===== src/rtl/cl_pkg.sv =====
`timescale 1ns/1ps
package cl_pkg;
  localparam int unsigned LINE_W_DEF   = 12;
  localparam int unsigned IDX_W_DEF    = 4;
  localparam int unsigned DATA_W_DEF   = 32;
  localparam int unsigned RQ_DEPTH_DEF = 32;
  localparam int unsigned MQ_DEPTH_DEF = 8;

  typedef enum logic [1:0] {
    LK_HIT   = 2'd0,
    LK_MISS  = 2'd1,
    LK_STALL = 2'd2
  } lookup_e;

  // circular pointer advance for a ring of 'depth' slots
  function automatic int unsigned ring_next(input int unsigned p, input int unsigned depth);
    return (p == depth - 1) ? 0 : p + 1;
  endfunction
endpackage


===== src/rtl/cl_fifo.sv =====
`timescale 1ns/1ps
module cl_fifo
  import cl_pkg::*;
#(
  parameter int unsigned W     = 8,
  parameter int unsigned DEPTH = 32,
  localparam int unsigned PW   = $clog2(DEPTH)
) (
  input  logic          clk,
  input  logic          rst_n,
  input  logic          push,
  input  logic [W-1:0]  din,
  input  logic          pop,
  output logic [W-1:0]  dout,
  output logic [PW:0]   count,
  output logic          full,
  output logic          empty
);
  logic [W-1:0]  store_q [DEPTH];
  logic [PW-1:0] wp_q, wp_d, rp_q, rp_d;
  logic [PW:0]   cnt_q, cnt_d;

  always_comb begin
    wp_d  = push ? PW'(ring_next(32'(wp_q), DEPTH)) : wp_q;
    rp_d  = pop  ? PW'(ring_next(32'(rp_q), DEPTH)) : rp_q;
    cnt_d = cnt_q + (PW+1)'(push) - (PW+1)'(pop);
  end

  always_ff @(posedge clk or negedge rst_n) begin
    if (!rst_n) begin
      wp_q  <= '0;
      rp_q  <= '0;
      cnt_q <= '0;
    end else begin
      wp_q  <= wp_d;
      rp_q  <= rp_d;
      cnt_q <= cnt_d;
    end
  end

  always_ff @(posedge clk) begin
    if (push) store_q[wp_q] <= din;
  end

  assign dout  = store_q[rp_q];
  assign count = cnt_q;
  assign full  = (cnt_q == (PW+1)'(DEPTH));
  assign empty = (cnt_q == '0);
endmodule


===== src/rtl/cl_tag_file.sv =====
`timescale 1ns/1ps
module cl_tag_file
  import cl_pkg::*;
#(
  parameter int unsigned LINE_W   = LINE_W_DEF,
  parameter int unsigned IDX_W    = IDX_W_DEF,
  parameter int unsigned RQ_DEPTH = RQ_DEPTH_DEF,
  localparam int unsigned LINES   = 1 << IDX_W,
  localparam int unsigned TAG_W   = LINE_W - IDX_W,
  localparam int unsigned CW      = $clog2(RQ_DEPTH + 1)
) (
  input  logic              clk,
  input  logic              rst_n,
  input  logic [LINE_W-1:0] lk_line,
  output lookup_e           lk_kind,
  input  logic              acc,
  input  logic              fill_en,
  input  logic [IDX_W-1:0]  fill_idx,
  input  logic              rel_en,
  input  logic [IDX_W-1:0]  rel_idx,
  input  logic [IDX_W-1:0]  chk_idx,
  output logic              chk_rdy
);
  logic [TAG_W-1:0] tag_q [LINES];
  logic [CW-1:0]    ref_q [LINES];
  logic [LINES-1:0] vld_q, rdy_q;
  logic [IDX_W-1:0] lk_idx;
  logic [TAG_W-1:0] lk_tag;

  assign lk_idx = lk_line[IDX_W-1:0];
  assign lk_tag = lk_line[LINE_W-1:IDX_W];

  always_comb begin
    if (vld_q[lk_idx] && (tag_q[lk_idx] == lk_tag)) lk_kind = LK_HIT;
    else if (ref_q[lk_idx] != '0)                   lk_kind = LK_STALL;
    else                                            lk_kind = LK_MISS;
  end

  for (genvar i = 0; i < LINES; i++) begin : g_line
    logic             inc, dec, miss_here, vld_d, rdy_d, vld_r, rdy_r;
    logic [CW-1:0]    ref_d, ref_r;
    logic [TAG_W-1:0] tag_r;

    always_comb begin
      inc       = acc && (lk_idx == IDX_W'(i));
      miss_here = inc && (lk_kind == LK_MISS);
      dec       = rel_en && (rel_idx == IDX_W'(i));
      ref_d     = ref_r + CW'(inc) - CW'(dec);
      vld_d     = vld_r | miss_here;
      rdy_d     = rdy_r;
      if (fill_en && (fill_idx == IDX_W'(i))) rdy_d = 1'b1;
      else if (miss_here)                     rdy_d = 1'b0;
    end

    always_ff @(posedge clk or negedge rst_n) begin
      if (!rst_n) begin
        vld_r <= 1'b0;
        rdy_r <= 1'b0;
        ref_r <= '0;
      end else begin
        vld_r <= vld_d;
        rdy_r <= rdy_d;
        ref_r <= ref_d;
      end
    end

    // tag replaced when the miss is taken, ahead of the data
    always_ff @(posedge clk) begin
      if (miss_here) tag_r <= lk_tag;
    end

    assign vld_q[i] = vld_r;
    assign rdy_q[i] = rdy_r;
    assign ref_q[i] = ref_r;
    assign tag_q[i] = tag_r;
  end

  assign chk_rdy = rdy_q[chk_idx];
endmodule


===== src/rtl/cl_miss_queue.sv =====
`timescale 1ns/1ps
module cl_miss_queue
  import cl_pkg::*;
#(
  parameter int unsigned LINE_W = LINE_W_DEF,
  parameter int unsigned IDX_W  = IDX_W_DEF,
  parameter int unsigned DEPTH  = MQ_DEPTH_DEF,
  localparam int unsigned PW    = $clog2(DEPTH)
) (
  input  logic              clk,
  input  logic              rst_n,
  input  logic              push,
  input  logic [LINE_W-1:0] push_line,
  output logic              mem_req_valid,
  input  logic              mem_req_ready,
  output logic [LINE_W-1:0] mem_req_line,
  input  logic              rsp_valid,
  output logic              fill_en,
  output logic [IDX_W-1:0]  fill_idx,
  output logic [PW:0]       occ,
  output logic              full
);
  logic [LINE_W-1:0] store_q [DEPTH];
  logic [PW-1:0]     wp_q, wp_d, sp_q, sp_d, hp_q, hp_d;
  logic [PW:0]       occ_q, occ_d, pend_q, pend_d;
  logic              snd;

  always_comb begin
    snd     = mem_req_valid && mem_req_ready;
    fill_en = rsp_valid && (occ_q != pend_q);
    wp_d    = push    ? PW'(ring_next(32'(wp_q), DEPTH)) : wp_q;
    sp_d    = snd     ? PW'(ring_next(32'(sp_q), DEPTH)) : sp_q;
    hp_d    = fill_en ? PW'(ring_next(32'(hp_q), DEPTH)) : hp_q;
    occ_d   = occ_q  + (PW+1)'(push) - (PW+1)'(fill_en);
    pend_d  = pend_q + (PW+1)'(push) - (PW+1)'(snd);
  end

  always_ff @(posedge clk or negedge rst_n) begin
    if (!rst_n) begin
      wp_q   <= '0;
      sp_q   <= '0;
      hp_q   <= '0;
      occ_q  <= '0;
      pend_q <= '0;
    end else begin
      wp_q   <= wp_d;
      sp_q   <= sp_d;
      hp_q   <= hp_d;
      occ_q  <= occ_d;
      pend_q <= pend_d;
    end
  end

  always_ff @(posedge clk) begin
    if (push) store_q[wp_q] <= push_line;
  end

  assign mem_req_valid = (pend_q != '0);
  assign mem_req_line  = store_q[sp_q];
  assign fill_idx      = store_q[hp_q][IDX_W-1:0];
  assign occ           = occ_q;
  assign full          = (occ_q == (PW+1)'(DEPTH));
endmodule


===== src/rtl/cl_data_store.sv =====
`timescale 1ns/1ps
module cl_data_store
  import cl_pkg::*;
#(
  parameter int unsigned IDX_W  = IDX_W_DEF,
  parameter int unsigned DATA_W = DATA_W_DEF,
  localparam int unsigned LINES = 1 << IDX_W
) (
  input  logic              clk,
  input  logic              rst_n,
  input  logic              wr_en,
  input  logic [IDX_W-1:0]  wr_idx,
  input  logic [DATA_W-1:0] wr_data,
  input  logic              rd_en,
  input  logic [IDX_W-1:0]  rd_idx,
  output logic              rd_valid,
  output logic [DATA_W-1:0] rd_data
);
  logic [DATA_W-1:0] ram_q [LINES];
  logic              rv_q;
  logic [DATA_W-1:0] rd_q;

  always_ff @(posedge clk) begin
    if (wr_en) ram_q[wr_idx] <= wr_data;
  end

  always_ff @(posedge clk) begin
    if (rd_en) rd_q <= ram_q[rd_idx];
  end

  always_ff @(posedge clk or negedge rst_n) begin
    if (!rst_n) rv_q <= 1'b0;
    else        rv_q <= rd_en;
  end

  assign rd_valid = rv_q;
  assign rd_data  = rd_q;
endmodule


===== src/rtl/cache_lane.sv =====
`timescale 1ns/1ps
module cache_lane
  import cl_pkg::*;
#(
  parameter int unsigned LINE_W   = LINE_W_DEF,
  parameter int unsigned IDX_W    = IDX_W_DEF,
  parameter int unsigned DATA_W   = DATA_W_DEF,
  parameter int unsigned RQ_DEPTH = RQ_DEPTH_DEF,
  parameter int unsigned MQ_DEPTH = MQ_DEPTH_DEF,
  localparam int unsigned RQ_PW   = $clog2(RQ_DEPTH),
  localparam int unsigned MQ_PW   = $clog2(MQ_DEPTH)
) (
  input  logic              clk,
  input  logic              rst_n,
  input  logic              req_valid,
  output logic              req_ready,
  input  logic [LINE_W-1:0] req_line,
  output logic              mem_req_valid,
  input  logic              mem_req_ready,
  output logic [LINE_W-1:0] mem_req_line,
  input  logic              mem_rsp_valid,
  input  logic [DATA_W-1:0] mem_rsp_data,
  output logic              rd_valid,
  output logic [DATA_W-1:0] rd_data
);
  lookup_e          lk_kind;
  logic             accept, miss_acc;
  logic             rq_full, rq_empty, rq_pop, head_rdy;
  logic [IDX_W-1:0] head_idx;
  logic [RQ_PW:0]   rq_cnt;
  logic             mq_full, fill_en;
  logic [IDX_W-1:0] fill_idx;
  logic [MQ_PW:0]   mq_occ;

  always_comb begin
    req_ready = !rq_full && !mq_full && (lk_kind != LK_STALL);
    accept    = req_valid && req_ready;
    miss_acc  = accept && (lk_kind == LK_MISS);
    rq_pop    = !rq_empty && head_rdy;
  end

  cl_tag_file #(.LINE_W(LINE_W), .IDX_W(IDX_W), .RQ_DEPTH(RQ_DEPTH)) u_tags (
    .clk(clk), .rst_n(rst_n),
    .lk_line(req_line), .lk_kind(lk_kind), .acc(accept),
    .fill_en(fill_en), .fill_idx(fill_idx),
    .rel_en(rq_pop), .rel_idx(head_idx),
    .chk_idx(head_idx), .chk_rdy(head_rdy)
  );

  cl_fifo #(.W(IDX_W), .DEPTH(RQ_DEPTH)) u_rdq (
    .clk(clk), .rst_n(rst_n),
    .push(accept), .din(req_line[IDX_W-1:0]),
    .pop(rq_pop), .dout(head_idx),
    .count(rq_cnt), .full(rq_full), .empty(rq_empty)
  );

  cl_miss_queue #(.LINE_W(LINE_W), .IDX_W(IDX_W), .DEPTH(MQ_DEPTH)) u_missq (
    .clk(clk), .rst_n(rst_n),
    .push(miss_acc), .push_line(req_line),
    .mem_req_valid(mem_req_valid), .mem_req_ready(mem_req_ready),
    .mem_req_line(mem_req_line),
    .rsp_valid(mem_rsp_valid), .fill_en(fill_en), .fill_idx(fill_idx),
    .occ(mq_occ), .full(mq_full)
  );

  cl_data_store #(.IDX_W(IDX_W), .DATA_W(DATA_W)) u_ram (
    .clk(clk), .rst_n(rst_n),
    .wr_en(fill_en), .wr_idx(fill_idx), .wr_data(mem_rsp_data),
    .rd_en(rq_pop), .rd_idx(head_idx),
    .rd_valid(rd_valid), .rd_data(rd_data)
  );
endmodule


===== config.mk =====
export PLATFORM = sky130hd
export DESIGN_NAME = cache_lane
export DESIGN_NICKNAME = d
export VERILOG_FILES = /design/src/rtl/cl_pkg.sv /design/src/rtl/cl_fifo.sv /design/src/rtl/cl_tag_file.sv /design/src/rtl/cl_miss_queue.sv /design/src/rtl/cl_data_store.sv /design/src/rtl/cache_lane.sv
export SDC_FILE = /design/constraint.sdc
export NUM_CORES = 1
export LEC_CHECK = 0
export ABC_AREA = 1
export BUFFER_PORTS_ARGS = -buffer_cell sky130_fd_sc_hd__buf_2
export CAP_MARGIN = 20
export CORE_MARGIN = 2
export CORE_UTILIZATION = 40
export CTS_CLUSTER_DIAMETER = 100
export DETAILED_ROUTE_END_ITERATION = 7
export GPL_TIMING_DRIVEN = 0
export PLACE_DENSITY_LB_ADDON = 0.25
export REMOVE_ABC_BUFFERS = 1
export SLEW_MARGIN = 25
export SYNTH_ARGS = -nofsm -noshare
export SYNTH_HDL_FRONTEND = slang
export SYNTH_SLANG_ARGS = --single-unit
export TNS_END_PERCENT = 30

===== constraint.sdc =====
create_clock -name clk -period 5.96 [get_ports clk]
set_input_delay 0.298 -clock clk [delete_from_list [all_inputs] [get_ports clk]]
set_output_delay 0.298 -clock clk [all_outputs]
set_load 0.05 [all_outputs]

Word-level counts from Yosys, hierarchy flattened
Memory sizes are Yosys's and may differ from the RTL's. A register that Yosys moved wholly into a read port is not among the register bits.
Cells that the tools add are included.
{"block": "totals", "output_inout_bits": 47, "latch_bits": 0, "register_bits": 290, "memories": 3, "mem_bits_rw": 736, "rom_bits": 0}
{"block": "classes", "eq_ne": 56, "shifts": 0, "n_reduce_logical": 97, "bitwise": 17, "div_mod_pow": 0, "addsub": 43, "n_lt_le_gt_ge": 3, "n_mul": 0, "mux": 55}
{"memory": "u_ram.ram_q", "words": 16, "width": 32, "read_ports": 1, "rd_ports_with_merged_regs": 1, "write_ports": 1, "line": "cl_data_store.sv:19", "source": "logic [DATA_W-1:0] ram_q [LINES];"}
{"memory": "u_rdq.store_q", "words": 32, "width": 4, "read_ports": 1, "rd_ports_with_merged_regs": 0, "write_ports": 1, "line": "cl_fifo.sv:19", "source": "logic [W-1:0] store_q [DEPTH];"}
{"memory": "u_missq.store_q", "words": 8, "width": 12, "read_ports": 2, "rd_ports_with_merged_regs": 0, "write_ports": 1, "line": "cl_miss_queue.sv:23", "source": "logic [LINE_W-1:0] store_q [DEPTH];"}
{"op": "$add A6 B1 Y6", "n": 17}
{"op": "$sub A6 B1 Y6", "n": 17}
{"op": "$eq A4 B4 Y1 const B", "n": 25}
{"op": "$logic_and A1 B1 Y1", "n": 72}
{"op": "$eq A4 B3 Y1 const B", "n": 12}
{"op": "$mux W1", "n": 40}
{"op": "$bmux W8 S4", "n": 1}
{"op": "$reduce_bool A2 Y1", "n": 16}
{"op": "$bmux W6 S4", "n": 1}
{"op": "$eq A4 B2 Y1 const B", "n": 6}
{"op": "$mux W8", "n": 2}
{"op": "$or A1 B1 Y1", "n": 16}
{"op": "$eq A4 B1 Y1 const B", "n": 3}
{"op": "$logic_not A4 Y1", "n": 3}
{"op": "$mux W6", "n": 2}
{"op": "$add A5 B1 Y5 const B", "n": 2}
{"op": "$eq A5 B5 Y1 const B", "n": 2}
{"op": "$lt A4 B5 Y1 const B", "n": 2}
{"op": "$mux W5", "n": 2}
{"op": "$add A3 B1 Y3 const B", "n": 3}
{"op": "$eq A3 B3 Y1 const B", "n": 3}
{"op": "$mux W3", "n": 3}
{"op": "$add A4 B1 Y4", "n": 2}
{"op": "$bmux W1 S4", "n": 2}
{"op": "13 further kinds", "n": 17}

Depth between registers and ports, before layout
{"block": "logic_depth", "word_depth": 14, "ltp_mapped": 31}

Cells and area by module
From an unflattened synthesis, not the netlist that was laid out.
{"block": "hier_totals", "hier_cells": 4592, "area_unflattened_um2": 47912.2}
{"mod": "cl_data_store", "cells_per_inst": 2121, "area_each_um2": 23075.9, "instances": 1, "seq_area_each_um2": 16360.7}
{"mod": "cl_tag_file", "cells_per_inst": 1390, "area_each_um2": 13334.0, "instances": 1, "seq_area_each_um2": 7046.8}
{"mod": "cl_fifo", "cells_per_inst": 590, "area_each_um2": 6314.8, "instances": 1, "seq_area_each_um2": 4244.1}
{"mod": "cl_miss_queue", "cells_per_inst": 481, "area_each_um2": 5132.4, "instances": 1, "seq_area_each_um2": 3308.2}
{"mod": "cache_lane", "cells_per_inst": 10, "area_each_um2": 55.1, "instances": 1, "seq_area_each_um2": 0.0}

Worst setup path before layout
OpenSTA, ideal clock, no wires.
{"block": "synth_timing", "path_kind": "register -> register", "startpoint": "register u_rdq.rp_q[0]", "endpoint": "register u_rdq.cnt_q[4], in the netlist u_rdq.count[4]", "path_stages_with_launch": 23, "setup_slack_ns": 1.739, "arrival_ns": 4.100, "setup_ns": 0.121, "path_cell_list": "dfrtp_1 -> buf_4 -> buf_4 -> nor2_1 -> nor2_1 -> o21ai_1 -> o21ai_0 -> o211ai_1 -> nand2_1 -> nand2_1 -> nor2_4 -> and2_1 -> nor2_4 -> nand2_2 -> buf_2 -> inv_1 -> ha_1 -> inv_1 -> ha_1 -> inv_1 -> fa_1 -> o21a_1 -> xor2_1"}
{"block": "synth_between", "elab_chain_len": 5}
{"item": "start, declared", "line": "cl_fifo.sv:20", "source": "logic [PW-1:0] wp_q, wp_d, rp_q, rp_d;"}
{"item": "start signal, assigned", "line": "cl_fifo.sv:36", "source": "rp_q <= rp_d;"}
{"item": "$mem_v2 Z32 W4"}
{"item": "$bmux W1 S4", "line": "cl_tag_file.sv:78", "source": "assign chk_rdy = rdy_q[chk_idx];"}
{"item": "$mux W1 (not written as such)", "line": "cl_tag_file.sv:78"}
{"item": "$logic_and A1 B1 Y1", "line": "cache_lane.sv:39", "source": "rq_pop = !rq_empty && head_rdy;"}
{"item": "via rq_pop", "line": "cache_lane.sv:28", "source": "logic rq_full, rq_empty, rq_pop, head_rdy;"}
{"item": "$sub A6 B1 Y6", "line": "cl_fifo.sv:26", "source": "cnt_d = cnt_q + (PW+1)'(push) - (PW+1)'(pop);"}
{"item": "via u_rdq.cnt_d[4]", "line": "cl_fifo.sv:21", "source": "logic [PW:0] cnt_q, cnt_d;"}
{"item": "end signal, assigned", "line": "cl_fifo.sv:37", "source": "cnt_q <= cnt_d;"}
{"item": "end, declared", "line": "cl_fifo.sv:21"}
The timed path passes the listed nets, and every way through them passes these cells. The select of a mux whose other input is x is not followed.
A chain may end at the register's enable or synchronous reset.

Final worst setup path
Ends and elaborated chain as after synthesis.

==> summary.txt <==
Status
  • Run status: finished, final reports clean

Logic synthesis
  • Area share of the largest cell type after synthesis: 0.599
  • Synth area leader: edfxtp_1
  • Yosys cell types: 39
  • Async SR Flop Fraction: 0.153
  • Post-synth EDFFs: roughly 900
  • Top cells by area, synth: edfxtp_1 60%, nand2_1 9.7%, dfrtp_1 9.0%, ha_1 3.6%, nor2_1 2.7%
  • Yosys Warn Count: 0
  • Register area share after synthesis: 0.689
  • Post-synthesis cell area: 0.0449 mm2
  • Number of synthesized register bits: 1058
  • Top FF cell, synth: edfxtp_1
  • Post-Synthesis Cells: 3887
  • Syn avg cell area: about 12 um2

STA
  • Hold Slack: 26.3 ps
  • Max Clk Rate: 178 MHz
  • Relative max-transition margin: 0.333
  • Fin Clk Skew: 26.4 ps
  • Fin. max-slew vios: 0
  • RSZ-0062 raised after global routing: no
  • Final Setup Violations: 0
  • Fin crit period: ~5600 ps
  • Tcrit/Tclk final: 0.944
  • Slew @ Worst Pin: approximately 1000 ps
  • Final hold violation count: 0

Worst setup path
  • Req. time, crit path: 6510 ps
  • R2R depth: 22
  • Worst r2r dst: u_rdq.count[4]
  • R2R Setup Slk: ~330 ps
  • Crit path kind: register to register
  • Reg-to-reg startpoint: u_rdq.rp_q[0]
  • CP arrival: just over 6000 ps
  • Kind of end point of the critical path: register
  • Crit Path Max Fanout: 65
  • Worst setup SP type: register

Finish
  • Utilization after layout: 0.471
  • N_diodes: 0
  • Non-filler cells, final: around 5600
  • Share of post-route cells with drive strength above 1: 0.0945
  • Nets: ~4200
  • Final instance area: 0.0522 mm2
  • Fillers: between 9000 and 10000
  • Area Overhead vs Synth: 16.3%

Place
  • Placed cells: about 5400
  • Detailed placement HPWL: ~66000 um
  • Placed instance area: between 0.04 and 0.05 mm2
  • GP Congestion: between 0.7 and 0.8
  • Number of I/O port buffers: 95

Drt
  • DR vias/cell: approximately 5.1
  • Vias: approximately 28000
  • Avg WL per Cell: between 15 and 20 um
  • Final WL: roughly 110000 um
  • DRC Markers: 0
  • TritonRoute pass-1 iters: 5
  • ANT nets after route: 0
  • 1st-iter DRT viols: ~2300

Clock tree
  • Number of H-tree levels: 3
  • Total CTS buffers: 106
  • Worst skew pair latency: 680 ps
  • Setup bufs post-CTS: 0
  • Root Driver: clkbuf_16
  • CTS tree: yes
  • Max Buffers Root-to-Sink: 3
  • TritonCTS Sinks: 1058
  • Clock transition at path regs: 60 ps

Power and ir drop
  • P_leak: approximately 20 nW
  • Pwr dens: 592 mW/mm2
  • Maximum vdd drop: 614 uV
  • Tot Pwr: approximately 30 mW

Floorplan
  • # IOs: 96
  • Die Wd: about 340 um
  • Initial Util: 0.405
  • Die Y: ~340 um
  • Num rows: between 100 and 150
  • Core area: 0.111 mm2
  • Die Area: about 0.11 mm2

Global route
  • Initial antenna violation count: 4
  • Global route overflow: 0
  • Tot GR Track Use: 0.186
  • Largest net degree at the start of global routing: 90
  • Vias in the first global route: around 28000
  • First-pass GRT wire length: approximately 170000 um

Worst hold path
  • Hold WC Path Type: input port to asynchronous set/reset pin

Run
  • Max_cap viols: 0
-- per-stage QoR --
stage,setup TNS (ps),worst slack (ps)
final,0,332
after global routing,0,9.94
after CTS,0,223
after detailed placement,0,254
after global placement,-1371660,-5200
after floorplan,-6190,-495
-- placed cells by master (no fill, tap or decap), types with 4 or more instances in the layout --
cell type / instances
o211ai_1: 10
inv_2: 9
buf_8: 5
inv_6: 5
dfrtp_1: 158
o22ai_1: 22
buf_6: 5
buf_16: 48
o21ai_1: 19
xnor2_1: 22
clkbuf_8: 7
inv_1: 283
o21ai_0: 183
fa_1: 19
a31oi_1: 25
nand2_1: 1157
clkbuf_16: 109
bufinv_16: 5
or2_2: 6
nor2_4: 21
buf_2: 92
nand2_2: 7
nor2_2: 11
a211oi_1: 4
nor2_1: 295
clkbuf_1: 24
xor2_1: 68
nand4_1: 173
clkinv_2: 19
nand3_1: 90
clkinvlp_4: 5
ha_1: 128
buf_12: 17
edfxtp_1: 896
clkinv_1: 19
nor3_1: 16
o21bai_1: 26
a21oi_1: 72
dlygate4sd3_1: 33
-- critical path, stage by stage, from the launching register on --
cell and delay (ps):
dfrtp_4 560, buf_12 270, inv_6 210, o21ai_1 220, o211ai_1 110, nand3_1 140, nand4_1 270, nand2_1 310
nand2_1 140, inv_4 580, nand2_1 120, nand2_1 160, inv_2 100, nand2_2 520, inv_4 110, buf_16 220
ha_1 310, inv_1 50, ha_1 160, inv_1 60, fa_1 430, o21a_1 220, xor2_1 140
-- Yosys cell counts (2+ instances only) --
master,n
buf_2,63
dfrtp_1,162
o21ai_0,183
edfxtp_1,896
a21oi_1,72
nor2_1,322
buf_4,12
buf_1,8
xor2_1,68
and2_1,3
buf_6,5
inv_2,12
fa_1,19
nand3_1,90
nand2_1,1157
nor2_2,2
o211ai_1,10
o22ai_1,22
o21ai_1,19
ha_1,128
xnor2_1,22
inv_1,285
o221ai_1,2
nand4_1,173
clkbuf_1,58
a31oi_1,25
nor2_4,3
or2_2,6
a211oi_1,4
o21bai_1,26
nand2_2,7
nor3_1,16
-- cell families (layout without fill, tap and decap cells) --
kind of cell    after synthesis  after routing  synth area share
fa+ha+maj                   147            147            0.0441
flops                      1058           1058             0.689
buf+inv                     445            697            0.0408
compound gates              366            366            0.0449
simple gates               1781           1781             0.163
xor+xnor                     90             90            0.0175
-- sequential cells by signal (all words and copies together), names as in the netlist, 3 cells and up --
name and cells:
u_missq.store_q 96, u_ram.ram_q 512, u_rdq.rp_q 5, u_tags.g_line.rdy_r 16, u_missq.occ 4, u_missq.hp_q 3
u_rdq.wp_q 5, u_rdq.store_q 128, u_missq.pend_q 4, u_missq.sp_q 3, u_rdq.count 6, u_tags.g_line.tag_r 128
u_tags.g_line.vld_r 16, u_missq.wp_q 3, u_ram.rd_data 32, u_tags.g_line.ref_r 96
-- per-layer routing --
layer	track usage	up-vias	share of wire
li1	-	13600	-
met4	0.0470	8	0.021
met1	0.251	14000	0.44
met5	0	-	0.00045
met3	0.0272	171	0.058
met2	0.315	700	0.48
-- what timing repair did --
item	CTS	global route
endpoints found under the setup margin	0	2
hold endpoints to repair	593	0
gates resized for setup	0	1
hold buffers	33	0
-- layout make-up --
type | count | area [um2] | share of cell area
Clock buffer | 140 | 2910 | 0.0558
Clock inverter | 58 | 475 | 0.00910
Inverter | 298 | 1140 | 0.0219
Multi-Input combinational cell | 2384 | 12300 | 0.235
Sequential cell | 1058 | 31000 | 0.593
Tap cell | 1488 | 1860 | 0.0356
Timing Repair Buffer | 201 | 2590 | 0.0496
-- worst max path at each step --
| stage | startpoint | endpoint | slack (ps) | cells after the start |
|---|---|---|---|---|
| global route | u_rdq.rp_q[1] | u_rdq.count[4] | 10 | 24 |
| detailed placement | u_rdq.rp_q[0] | u_rdq.count[4] | 250 | 24 |
| global placement | u_rdq.rp_q[0] | u_tags.g_line[11].ref_r[5] | -5200 | 21 |
| CTS | u_rdq.rp_q[0] | u_rdq.count[4] | 220 | 24 |
| finish | u_rdq.rp_q[0] | u_rdq.count[4] | 330 | 22 |
| floorplan | u_rdq.rp_q[0] | u_tags.g_line[11].ref_r[4] | -490 | 19 |
-- power by group --
| part | switching, mW | internal, mW | total, mW |
|---|---|---|---|
| Combinational | 9.22 | 4.80 | 14.0 |
| Clock | 2.81 | 3.67 | 6.48 |
| Sequential | 0.684 | 9.75 | 10.4 |
No activity file was read; power rests on OpenSTA's default activity.
